**config.mk**
```make
export PLATFORM = sky130hd
export DESIGN_NAME = fci_top
export DESIGN_NICKNAME = d
export VERILOG_FILES = /design/src/rtl/fci_pkg.sv /design/src/rtl/fci_wr_capture.sv /design/src/rtl/fci_decoder.sv /design/src/rtl/fci_status.sv /design/src/rtl/fci_backend_stub.sv /design/src/rtl/fci_top.sv
export SDC_FILE = /design/constraint.sdc
export NUM_CORES = 1
export LEC_CHECK = 0
export ABC_AREA = 0
export BUFFER_PORTS_ARGS = -buffer_cell sky130_fd_sc_hd__buf_2
export CAP_MARGIN = 0
export CORE_ASPECT_RATIO = 1.75
export CORE_UTILIZATION = 52
export CTS_BUF_LIST = sky130_fd_sc_hd__clkbuf_8
export CTS_CLUSTER_SIZE = 12
export DETAILED_ROUTE_END_ITERATION = 10
export GPL_TIMING_DRIVEN = 0
export PLACE_DENSITY_LB_ADDON = 0.08
export SYNTH_ARGS = -nofsm -noshare
export SYNTH_HDL_FRONTEND = slang
export SYNTH_HIERARCHICAL = 1
export SYNTH_SLANG_ARGS = --single-unit
```
**constraint.sdc**
```tcl
create_clock -name clk -period 2 [get_ports clk]
set_clock_uncertainty 0.2 [all_clocks]
set_input_delay 0.1 -clock clk [delete_from_list [all_inputs] [get_ports clk]]
set_output_delay 0.1 -clock clk [all_outputs]
set_load 0.01 [all_outputs]
```
**src/rtl/fci_pkg.sv**
```systemverilog
package fci_pkg;
   localparam logic [7:0] OP_READ_ARRAY = 8'hFF;
   localparam logic [7:0] OP_READ_IDENT = 8'h90;
   localparam logic [7:0] OP_READ_QUERY = 8'h98;
   localparam logic [7:0] OP_READ_STAT  = 8'h70;
   localparam logic [7:0] OP_CLR_STAT   = 8'h50;
   localparam logic [7:0] OP_PGM        = 8'h40;
   localparam logic [7:0] OP_PGM_ALT    = 8'h10;
   localparam logic [7:0] OP_ERASE      = 8'h20;
   localparam logic [7:0] OP_CONFIRM    = 8'hD0;
   localparam logic [7:0] OP_SUSPEND    = 8'hB0;
   localparam logic [7:0] OP_LOCK_SETUP = 8'h60;
   localparam logic [7:0] OP_LOCK       = 8'h01;
   localparam logic [7:0] OP_LOCK_DOWN  = 8'h2F;
   localparam logic [7:0] OP_PROT       = 8'hC0;

   typedef enum logic [1:0] {
      RM_ARRAY  = 2'd0,
      RM_IDENT  = 2'd1,
      RM_QUERY  = 2'd2,
      RM_STATUS = 2'd3
   } rmode_t;

   typedef enum logic [2:0] {
      ST_IDLE, ST_PGM, ST_ERASE, ST_LOCK, ST_PROT
   } dstate_t;

   localparam int STB_PGM    = 0;
   localparam int STB_ERASE  = 1;
   localparam int STB_SUSP   = 2;
   localparam int STB_RESUME = 3;
   localparam int STB_LOCK   = 4;
   localparam int STB_UNLOCK = 5;
   localparam int STB_LKDN   = 6;
   localparam int STB_PROT   = 7;
   localparam int NUM_STB    = 8;
   localparam logic [NUM_STB-1:0] STB_START_MASK = 8'b1111_0011;
endpackage

```
**src/rtl/fci_wr_capture.sv**
```systemverilog
module fci_wr_capture #(
   parameter int ADDR_W = 20,
   parameter int DATA_W = 16
) (
   input  logic              clk,
   input  logic              rst_n,
   input  logic              ce_n,
   input  logic              we_n,
   input  logic [ADDR_W-1:0] addr,
   input  logic [DATA_W-1:0] wdata,
   output logic              wr_v,
   output logic [ADDR_W-1:0] wr_addr,
   output logic [DATA_W-1:0] wr_data
);
   logic strobe_hi;
   logic strobe_q;
   logic rise;

   assign strobe_hi = ce_n | we_n;
   assign rise      = strobe_hi & ~strobe_q;

   always_ff @(posedge clk or negedge rst_n) begin
      if (!rst_n) begin
         strobe_q <= 1'b1;
         wr_v     <= 1'b0;
         wr_addr  <= '0;
         wr_data  <= '0;
      end else begin
         strobe_q <= strobe_hi;
         wr_v     <= rise;
         if (rise) begin
            wr_addr <= addr;
            wr_data <= wdata;
         end
      end
   end

   AST_ONE_CYCLE_WR: assert property (@(posedge clk) disable iff (!rst_n)
      wr_v |=> !wr_v) else $error("write pulse longer than one cycle");
endmodule

```
**src/rtl/fci_decoder.sv**
```systemverilog
module fci_decoder
   import fci_pkg::*;
#(
   parameter int ADDR_W         = 20,
   parameter int DATA_W         = 16,
   parameter bit ACCEPT_ALT_PGM = 1'b1
) (
   input  logic               clk,
   input  logic               rst_n,
   input  logic               wr_v,
   input  logic [ADDR_W-1:0]  wr_addr,
   input  logic [DATA_W-1:0]  wr_data,
   output logic [1:0]         rd_mode,
   output logic [NUM_STB-1:0] op_stb,
   output logic [ADDR_W-1:0]  op_addr,
   output logic [DATA_W-1:0]  op_data,
   output logic               seq_err,
   output logic               clr_err
);
   logic [7:0]        opc;
   logic              is_pgm;
   dstate_t           state;
   logic [ADDR_W-1:0] first_addr;

   assign opc = wr_data[7:0];

   generate
      if (ACCEPT_ALT_PGM) begin : g_pgm_two
         assign is_pgm = (opc == OP_PGM) || (opc == OP_PGM_ALT);
      end else begin : g_pgm_one
         assign is_pgm = (opc == OP_PGM);
      end
   endgenerate

   always_ff @(posedge clk or negedge rst_n) begin
      if (!rst_n) begin
         state      <= ST_IDLE;
         rd_mode    <= RM_ARRAY;
         op_stb     <= '0;
         op_addr    <= '0;
         op_data    <= '0;
         seq_err    <= 1'b0;
         clr_err    <= 1'b0;
         first_addr <= '0;
      end else begin
         op_stb  <= '0;
         seq_err <= 1'b0;
         clr_err <= 1'b0;
         if (wr_v) begin
            case (state)
               ST_IDLE: begin
                  first_addr <= wr_addr;
                  if (is_pgm) begin
                     state <= ST_PGM;
                  end else begin
                     case (opc)
                        OP_READ_ARRAY: rd_mode <= RM_ARRAY;
                        OP_READ_IDENT: rd_mode <= RM_IDENT;
                        OP_READ_QUERY: rd_mode <= RM_QUERY;
                        OP_READ_STAT:  rd_mode <= RM_STATUS;
                        OP_CLR_STAT:   clr_err <= 1'b1;
                        OP_ERASE:      state   <= ST_ERASE;
                        OP_LOCK_SETUP: state   <= ST_LOCK;
                        OP_PROT:       state   <= ST_PROT;
                        OP_SUSPEND: begin
                           op_stb[STB_SUSP] <= 1'b1;
                           op_addr          <= wr_addr;
                           op_data          <= wr_data;
                           rd_mode          <= RM_STATUS;
                        end
                        OP_CONFIRM: begin
                           op_stb[STB_RESUME] <= 1'b1;
                           op_addr            <= wr_addr;
                           op_data            <= wr_data;
                           rd_mode            <= RM_STATUS;
                        end
                        default: ;
                     endcase
                  end
               end
               ST_PGM, ST_PROT: begin
                  op_stb[(state == ST_PGM) ? STB_PGM : STB_PROT] <= 1'b1;
                  op_addr <= wr_addr;
                  op_data <= wr_data;
                  rd_mode <= RM_STATUS;
                  state   <= ST_IDLE;
               end
               ST_ERASE: begin
                  rd_mode <= RM_STATUS;
                  state   <= ST_IDLE;
                  op_addr <= first_addr;
                  op_data <= wr_data;
                  if (opc == OP_CONFIRM) op_stb[STB_ERASE] <= 1'b1;
                  else                   seq_err <= 1'b1;
               end
               ST_LOCK: begin
                  rd_mode <= RM_STATUS;
                  state   <= ST_IDLE;
                  op_addr <= first_addr;
                  op_data <= wr_data;
                  case (opc)
                     OP_LOCK:      op_stb[STB_LOCK]   <= 1'b1;
                     OP_CONFIRM:   op_stb[STB_UNLOCK] <= 1'b1;
                     OP_LOCK_DOWN: op_stb[STB_LKDN]   <= 1'b1;
                     default:      seq_err <= 1'b1;
                  endcase
               end
               default: state <= ST_IDLE;
            endcase
         end
      end
   end

   AST_STB_ONEHOT: assert property (@(posedge clk) disable iff (!rst_n)
      $onehot0(op_stb)) else $error("several strobes at once");
   AST_STB_FROM_WRITE: assert property (@(posedge clk) disable iff (!rst_n)
      (|op_stb) |-> $past(wr_v)) else $error("strobe without write");
   AST_MODE_AFTER_OP: assert property (@(posedge clk) disable iff (!rst_n)
      (|(op_stb & STB_START_MASK)) |-> (rd_mode == RM_STATUS))
      else $error("mode not status after op");
   AST_ERR_NO_STB: assert property (@(posedge clk) disable iff (!rst_n)
      seq_err |-> (op_stb == '0)) else $error("strobe on bad sequence");
endmodule

```
**src/rtl/fci_status.sv**
```systemverilog
module fci_status (
   input  logic       clk,
   input  logic       rst_n,
   input  logic       seq_err,
   input  logic       clr_err,
   input  logic       busy,
   input  logic       susp,
   output logic [7:0] status
);
   logic [1:0] err_q;

   always_ff @(posedge clk or negedge rst_n) begin
      if (!rst_n)       err_q <= 2'b00;
      else if (seq_err) err_q <= 2'b11;
      else if (clr_err) err_q <= 2'b00;
   end

   assign status = {~busy, susp, err_q, 4'b0000};

   AST_ERR_SET_CAUSE: assert property (@(posedge clk) disable iff (!rst_n)
      $rose(err_q[1]) |-> $past(seq_err)) else $error("error without cause");
   AST_ERR_CLEARED: assert property (@(posedge clk) disable iff (!rst_n)
      ($past(clr_err) && !$past(seq_err)) |-> (err_q == 2'b00))
      else $error("error not cleared");
endmodule

```
**src/rtl/fci_backend_stub.sv**
```systemverilog
module fci_backend_stub
   import fci_pkg::*;
#(
   parameter int BUSY_CYCLES = 16
) (
   input  logic               clk,
   input  logic               rst_n,
   input  logic [NUM_STB-1:0] op_stb,
   output logic               busy,
   output logic               susp
);
   localparam int CW = $clog2(BUSY_CYCLES + 1);
   logic [CW-1:0] cnt;
   logic          start;

   assign start = (|(op_stb & STB_START_MASK)) && (cnt == '0);
   assign busy  = (cnt != '0) && !susp;

   always_ff @(posedge clk or negedge rst_n) begin
      if (!rst_n) begin
         cnt  <= '0;
         susp <= 1'b0;
      end else begin
         if (start)                    cnt <= CW'(BUSY_CYCLES);
         else if (cnt != '0 && !susp)  cnt <= cnt - 1'b1;
         if (op_stb[STB_SUSP] && cnt != '0) susp <= 1'b1;
         else if (op_stb[STB_RESUME])       susp <= 1'b0;
      end
   end

   AST_SUSP_FREEZE: assert property (@(posedge clk) disable iff (!rst_n)
      ($past(susp) && susp) |-> (cnt == $past(cnt)))
      else $error("count moved while suspended");
endmodule

```
**src/rtl/fci_top.sv**
```systemverilog
module fci_top
   import fci_pkg::*;
#(
   parameter int ADDR_W         = 20,
   parameter int DATA_W         = 16,
   parameter int BUSY_CYCLES    = 16,
   parameter bit ACCEPT_ALT_PGM = 1'b1
) (
   input  logic              clk,
   input  logic              rst_n,
   input  logic              ce_n,
   input  logic              we_n,
   input  logic [ADDR_W-1:0] addr,
   input  logic [DATA_W-1:0] wdata,
   output logic [1:0]        rd_mode,
   output logic [7:0]        status,
   output logic [7:0]        op_stb,
   output logic [ADDR_W-1:0] op_addr,
   output logic [DATA_W-1:0] op_data,
   output logic              busy
);
   generate
      if (ADDR_W < 2)       begin : g_bad_addr  $error("ADDR_W too small"); end
      if (DATA_W < 8)       begin : g_bad_data  $error("DATA_W below opcode width"); end
      if (BUSY_CYCLES < 1)  begin : g_bad_busy  $error("BUSY_CYCLES must be positive"); end
   endgenerate

   logic              wr_v, seq_err, clr_err, susp;
   logic [ADDR_W-1:0] wr_addr;
   logic [DATA_W-1:0] wr_data;

   fci_wr_capture #(.ADDR_W(ADDR_W), .DATA_W(DATA_W)) u_cap (
      .clk(clk), .rst_n(rst_n), .ce_n(ce_n), .we_n(we_n), .addr(addr),
      .wdata(wdata), .wr_v(wr_v), .wr_addr(wr_addr), .wr_data(wr_data));

   fci_decoder #(.ADDR_W(ADDR_W), .DATA_W(DATA_W),
                 .ACCEPT_ALT_PGM(ACCEPT_ALT_PGM)) u_dec (
      .clk(clk), .rst_n(rst_n), .wr_v(wr_v), .wr_addr(wr_addr),
      .wr_data(wr_data), .rd_mode(rd_mode), .op_stb(op_stb),
      .op_addr(op_addr), .op_data(op_data), .seq_err(seq_err),
      .clr_err(clr_err));

   fci_backend_stub #(.BUSY_CYCLES(BUSY_CYCLES)) u_stub (
      .clk(clk), .rst_n(rst_n), .op_stb(op_stb), .busy(busy), .susp(susp));

   fci_status u_stat (
      .clk(clk), .rst_n(rst_n), .seq_err(seq_err), .clr_err(clr_err),
      .busy(busy), .susp(susp), .status(status));
endmodule

```
==> run summary <==
Max stage delay cell, worst path - dfrtp_2
register area - 0.00291 mm²
Max Clk Rate - 0.486 GHz
initial antenna violation count - 0
unrepaired setup endpoints after global routing - true
Buf+Inv Stages, Crit Path - 1
vias post-DR - 3619
Core ar. - 0.00979 mm²
busiest metal layer after global routing - met2
total wire length - 11.4 mm
Final Critical Period - 2.06 ns
PwrDens - 1320 mW/mm²
Period Utilization, post-route - 1.03
CP Depth - 5
Final Util - 0.723
Hold Violations, Final - 0
Top delay family on crit path - simple AND/OR/NAND/NOR gates
largest stage delay on the critical path - 0.44 ns
WS Path Type - reg -> reg
largest net degree at the start of global routing - 68
Seq/Total Area, Yosys - 0.557
Worst IR Drop VDD - 0.916 mV
met3 global-route usage - 0.0646
drt drc - 0
Main synth FF type - dfrtp_1
Clk Latency, worst-skew pair - 0.42 ns
Area Growth Syn to Fin - 35.8%
Netlist Area Pre-Place - 0.00521 mm²
slack of the critical path - -0.0581 ns
Critical Path RT - 2.10 ns
CP Max Fanout - 5
Post-synth EDFFs - 0
met1 usage - 0.258
port buffer count - 90
vias per cell - 5.21
failing checks - setup timing
Lkg Pwr - 3.41 nW
dpl hpwl - 6.92 mm
CTS tree - done
yosys warns - 6
Num CTS Buffers - 17
Hold Crit Class - in -> reg
Initial Util - 0.532
Reg clk slew, reported paths - 0.07 ns
Layout Nets - 598
Critical Path Start Type - flip-flop
share of layout cells above drive strength 1 - 0.495
footprint of the multi-input gates - 0.00221 mm²
gr usage total - 0.221
Unique masters post-synth - 52
CTS sink count - 116
ANT cells - 0
Syn Inst Count - 386
total I/O pin count - 95
Final Slew Violations - 0
drt wl/cell - 16.4 µm
Async S/R FF share, synth - 1.00
cells on worst reg2reg path - 5
worst-margin pin slew - 0.854 ns
Avg Inst Size Synth - 13.5 µm²
die area - 0.0104 mm²
die height - 134 µm
fillcell total - 696
Cell Area, Placed - 0.00586 mm²
1st-iter DRT viols - 92
final setup fails - 32
crit end category - flip-flop
Overflow after GRT - 0
met2 usage - 0.373
row count - 48
Clock Tree Buf Depth - 2
GPL Wtd Cong - 0.875
status - complete, but fails checks
root buf cell - clkbuf_8
TritonRoute pass-1 iters - 4
Critical Path AT - 2.16 ns
Cell Chain, Critical Path - nor4_4 > nand4_1 > a21oi_4 > buf_6 > mux2_2
Max-Cap Viols - 0
first-pass GRT wire length - 17.5 mm
vias in the first global route - 3614
number of synthesized register bits - 116
CTS H-tree depth - 4
design area - 0.00708 mm²
DRT antenna net count - 0
chip width - 77.7 µm
Slew headroom - 0.431
Worst Hold Depth - 5
cell usage in the layout, fill, tap and decap left out, types with 2 or more instances in the layout:
cell,netlist,layout
a21oi_1,7,7
clkbuf_2,0,2
nand3_1,3,3
buf_4,8,23
dlygate4sd3_1,0,39
mux2_4,29,52
clkinv_2,0,5
and4b_1,2,2
buf_2,6,92
buf_12,3,4
conb_1,1,4
nor4_1,2,2
mux2_2,46,23
buf_6,6,11
o21ai_0,5,3
clkbuf_8,0,18
nor3_1,7,6
bufinv_16,0,6
and2_1,1,2
nand4_1,5,5
o31ai_1,2,2
a21o_1,3,3
mux2i_1,21,21
clkbuf_4,0,2
xnor2_1,2,2
nor2_1,29,29
a21oi_2,22,20
a21oi_4,0,2
xor2_1,2,2
o21ai_1,2,2
inv_1,9,12
dfrtp_2,0,8
nand2_1,13,12
dfrtp_1,115,107
nor2b_1,6,6
cells in the mapped netlist (all sizes together), types with 2 or more instances:
cell    number  area, µm²
nor4         3       33.8
a21o         3       22.5
clkbuf       3       11.3
and2         2       12.5
inv          9       33.8
a31oi        2       12.5
dfrtp      115       2880
mux2        75        953
or3          2       12.5
nor3         7       35.0
nor4b        2       23.8
o21ai        7       35.0
mux2i       21        210
nand2       13       48.8
xnor2        2       17.5
nor2        29        109
and4b        2       20.0
xor2         2       17.5
o31ai        2       15.0
buf         23        218
nor2b        6       37.5
nand3        4       25.0
a21oi       29        228
nand4        5       31.3
registers in the layout, summed over array words and instances, names as in the netlist:
| signal | cells |
|---|---|
| u_dec/clr_err | 1 |
| u_dec/op_addr | 20 |
| u_dec/first_addr | 20 |
| u_dec/op_stb | 8 |
| u_dec/state | 3 |
| u_dec/rd_mode | 2 |
| u_cap/wr_v | 1 |
| u_cap/wr_addr | 20 |
| u_stub/susp | 1 |
| u_cap/strobe_q | 1 |
| u_cap/wr_data | 16 |
| u_dec/seq_err | 1 |
| u_stub/cnt | 5 |
| u_stat/err_q | 1 |
| u_dec/op_data | 16 |
worst paths after layout:
kind | startpoint | end | slack (ns)
setup / recovery | u_cap/wr_data[3] | u_dec/op_data[10] | -0.06
hold / removal | we_n | u_cap/wr_v | 0.04
setup reg to reg | u_cap/wr_data[3] | u_dec/op_data[10] | -0.06
hold reg to reg | u_dec/seq_err | u_stat/err_q[0] | 0.23
max in group asynchronous | rst_n | u_cap/strobe_q | 0.67
min in group asynchronous | rst_n | u_stub/cnt[0] | 0.12
power breakdown:
| part | switching (mW) | internal, mW | leakage (nW) |
|---|---|---|---|
| Combinational | 1.43 | 1.71 | 1.78 |
| Sequential | 0.530 | 3.14 | 1.37 |
| Clock | 0.891 | 1.62 | 0.250 |
| Total | 2.85 | 6.47 | 3.41 |
layout make-up:
cell class              count  area share
flip-flops and latches    116       0.412
multi-input cells         238       0.313
repair buffers            149       0.145
plain buffers              26      0.0377
clock buffers              18      0.0350
clock inverters            14      0.0306
well taps                 125      0.0221
inverters                   9     0.00477
worst register-to-register path, stage by stage, from the launching register on:
cell and delay, ns:
dfrtp_2 0.44, nor4_4 0.29, nand4_1 0.20, a21oi_4 0.30, buf_6 0.18, mux2_2 0.33
stage by stage:
stage / power (mW) / setup TNS [ns] / cells / hold slack [ns] / setup WS [ns]
3_5_place_dp: 6.39 / -13.02 / 605 / 0.0638 / -0.350
4_1_cts: 9.09 / -0.126 / 681 / 0.0211 / -0.0272
5_1_grt: 9.83 / -3.70 / 695 / 0.0671 / -0.115
2_1_floorplan: 5.49 / -0.141 / 389 / -0.396 / -0.00882
6_report: 9.32 / -0.848 / 695 / 0.0371 / -0.0581
3_3_place_gp: 6.26 / -92.75 / 604 / 0.109 / -0.899
kinds of logic after synthesis:
logic type,synth area share
xor+xnor,0.00672
other cells,0.000720
mux,0.223
buf+inv,0.0504
simple gates,0.0872
compound gates,0.0720
fa+ha+maj,0.00240
flops,0.557
what timing repair did:
action,CTS,global route
pin swaps,3,7
gates resized for setup,21,44
hold buffers,39,0
hold endpoints to repair,103,0
setup endpoints to repair,64,55
gates cloned,0,2
buffers inserted,5,12
routing by layer:
| metal | vias to the layer above | wire length, µm |
|---|---|---|
| li1 | 1701 | - |
| met1 | 1790 | 4580 |
| met2 | 114 | 6060 |
| met3 | 14 | 604 |
| met4 | 0 | 167 |
| met5 | - | 0 |
No activity file was read; power rests on OpenSTA's default activity.
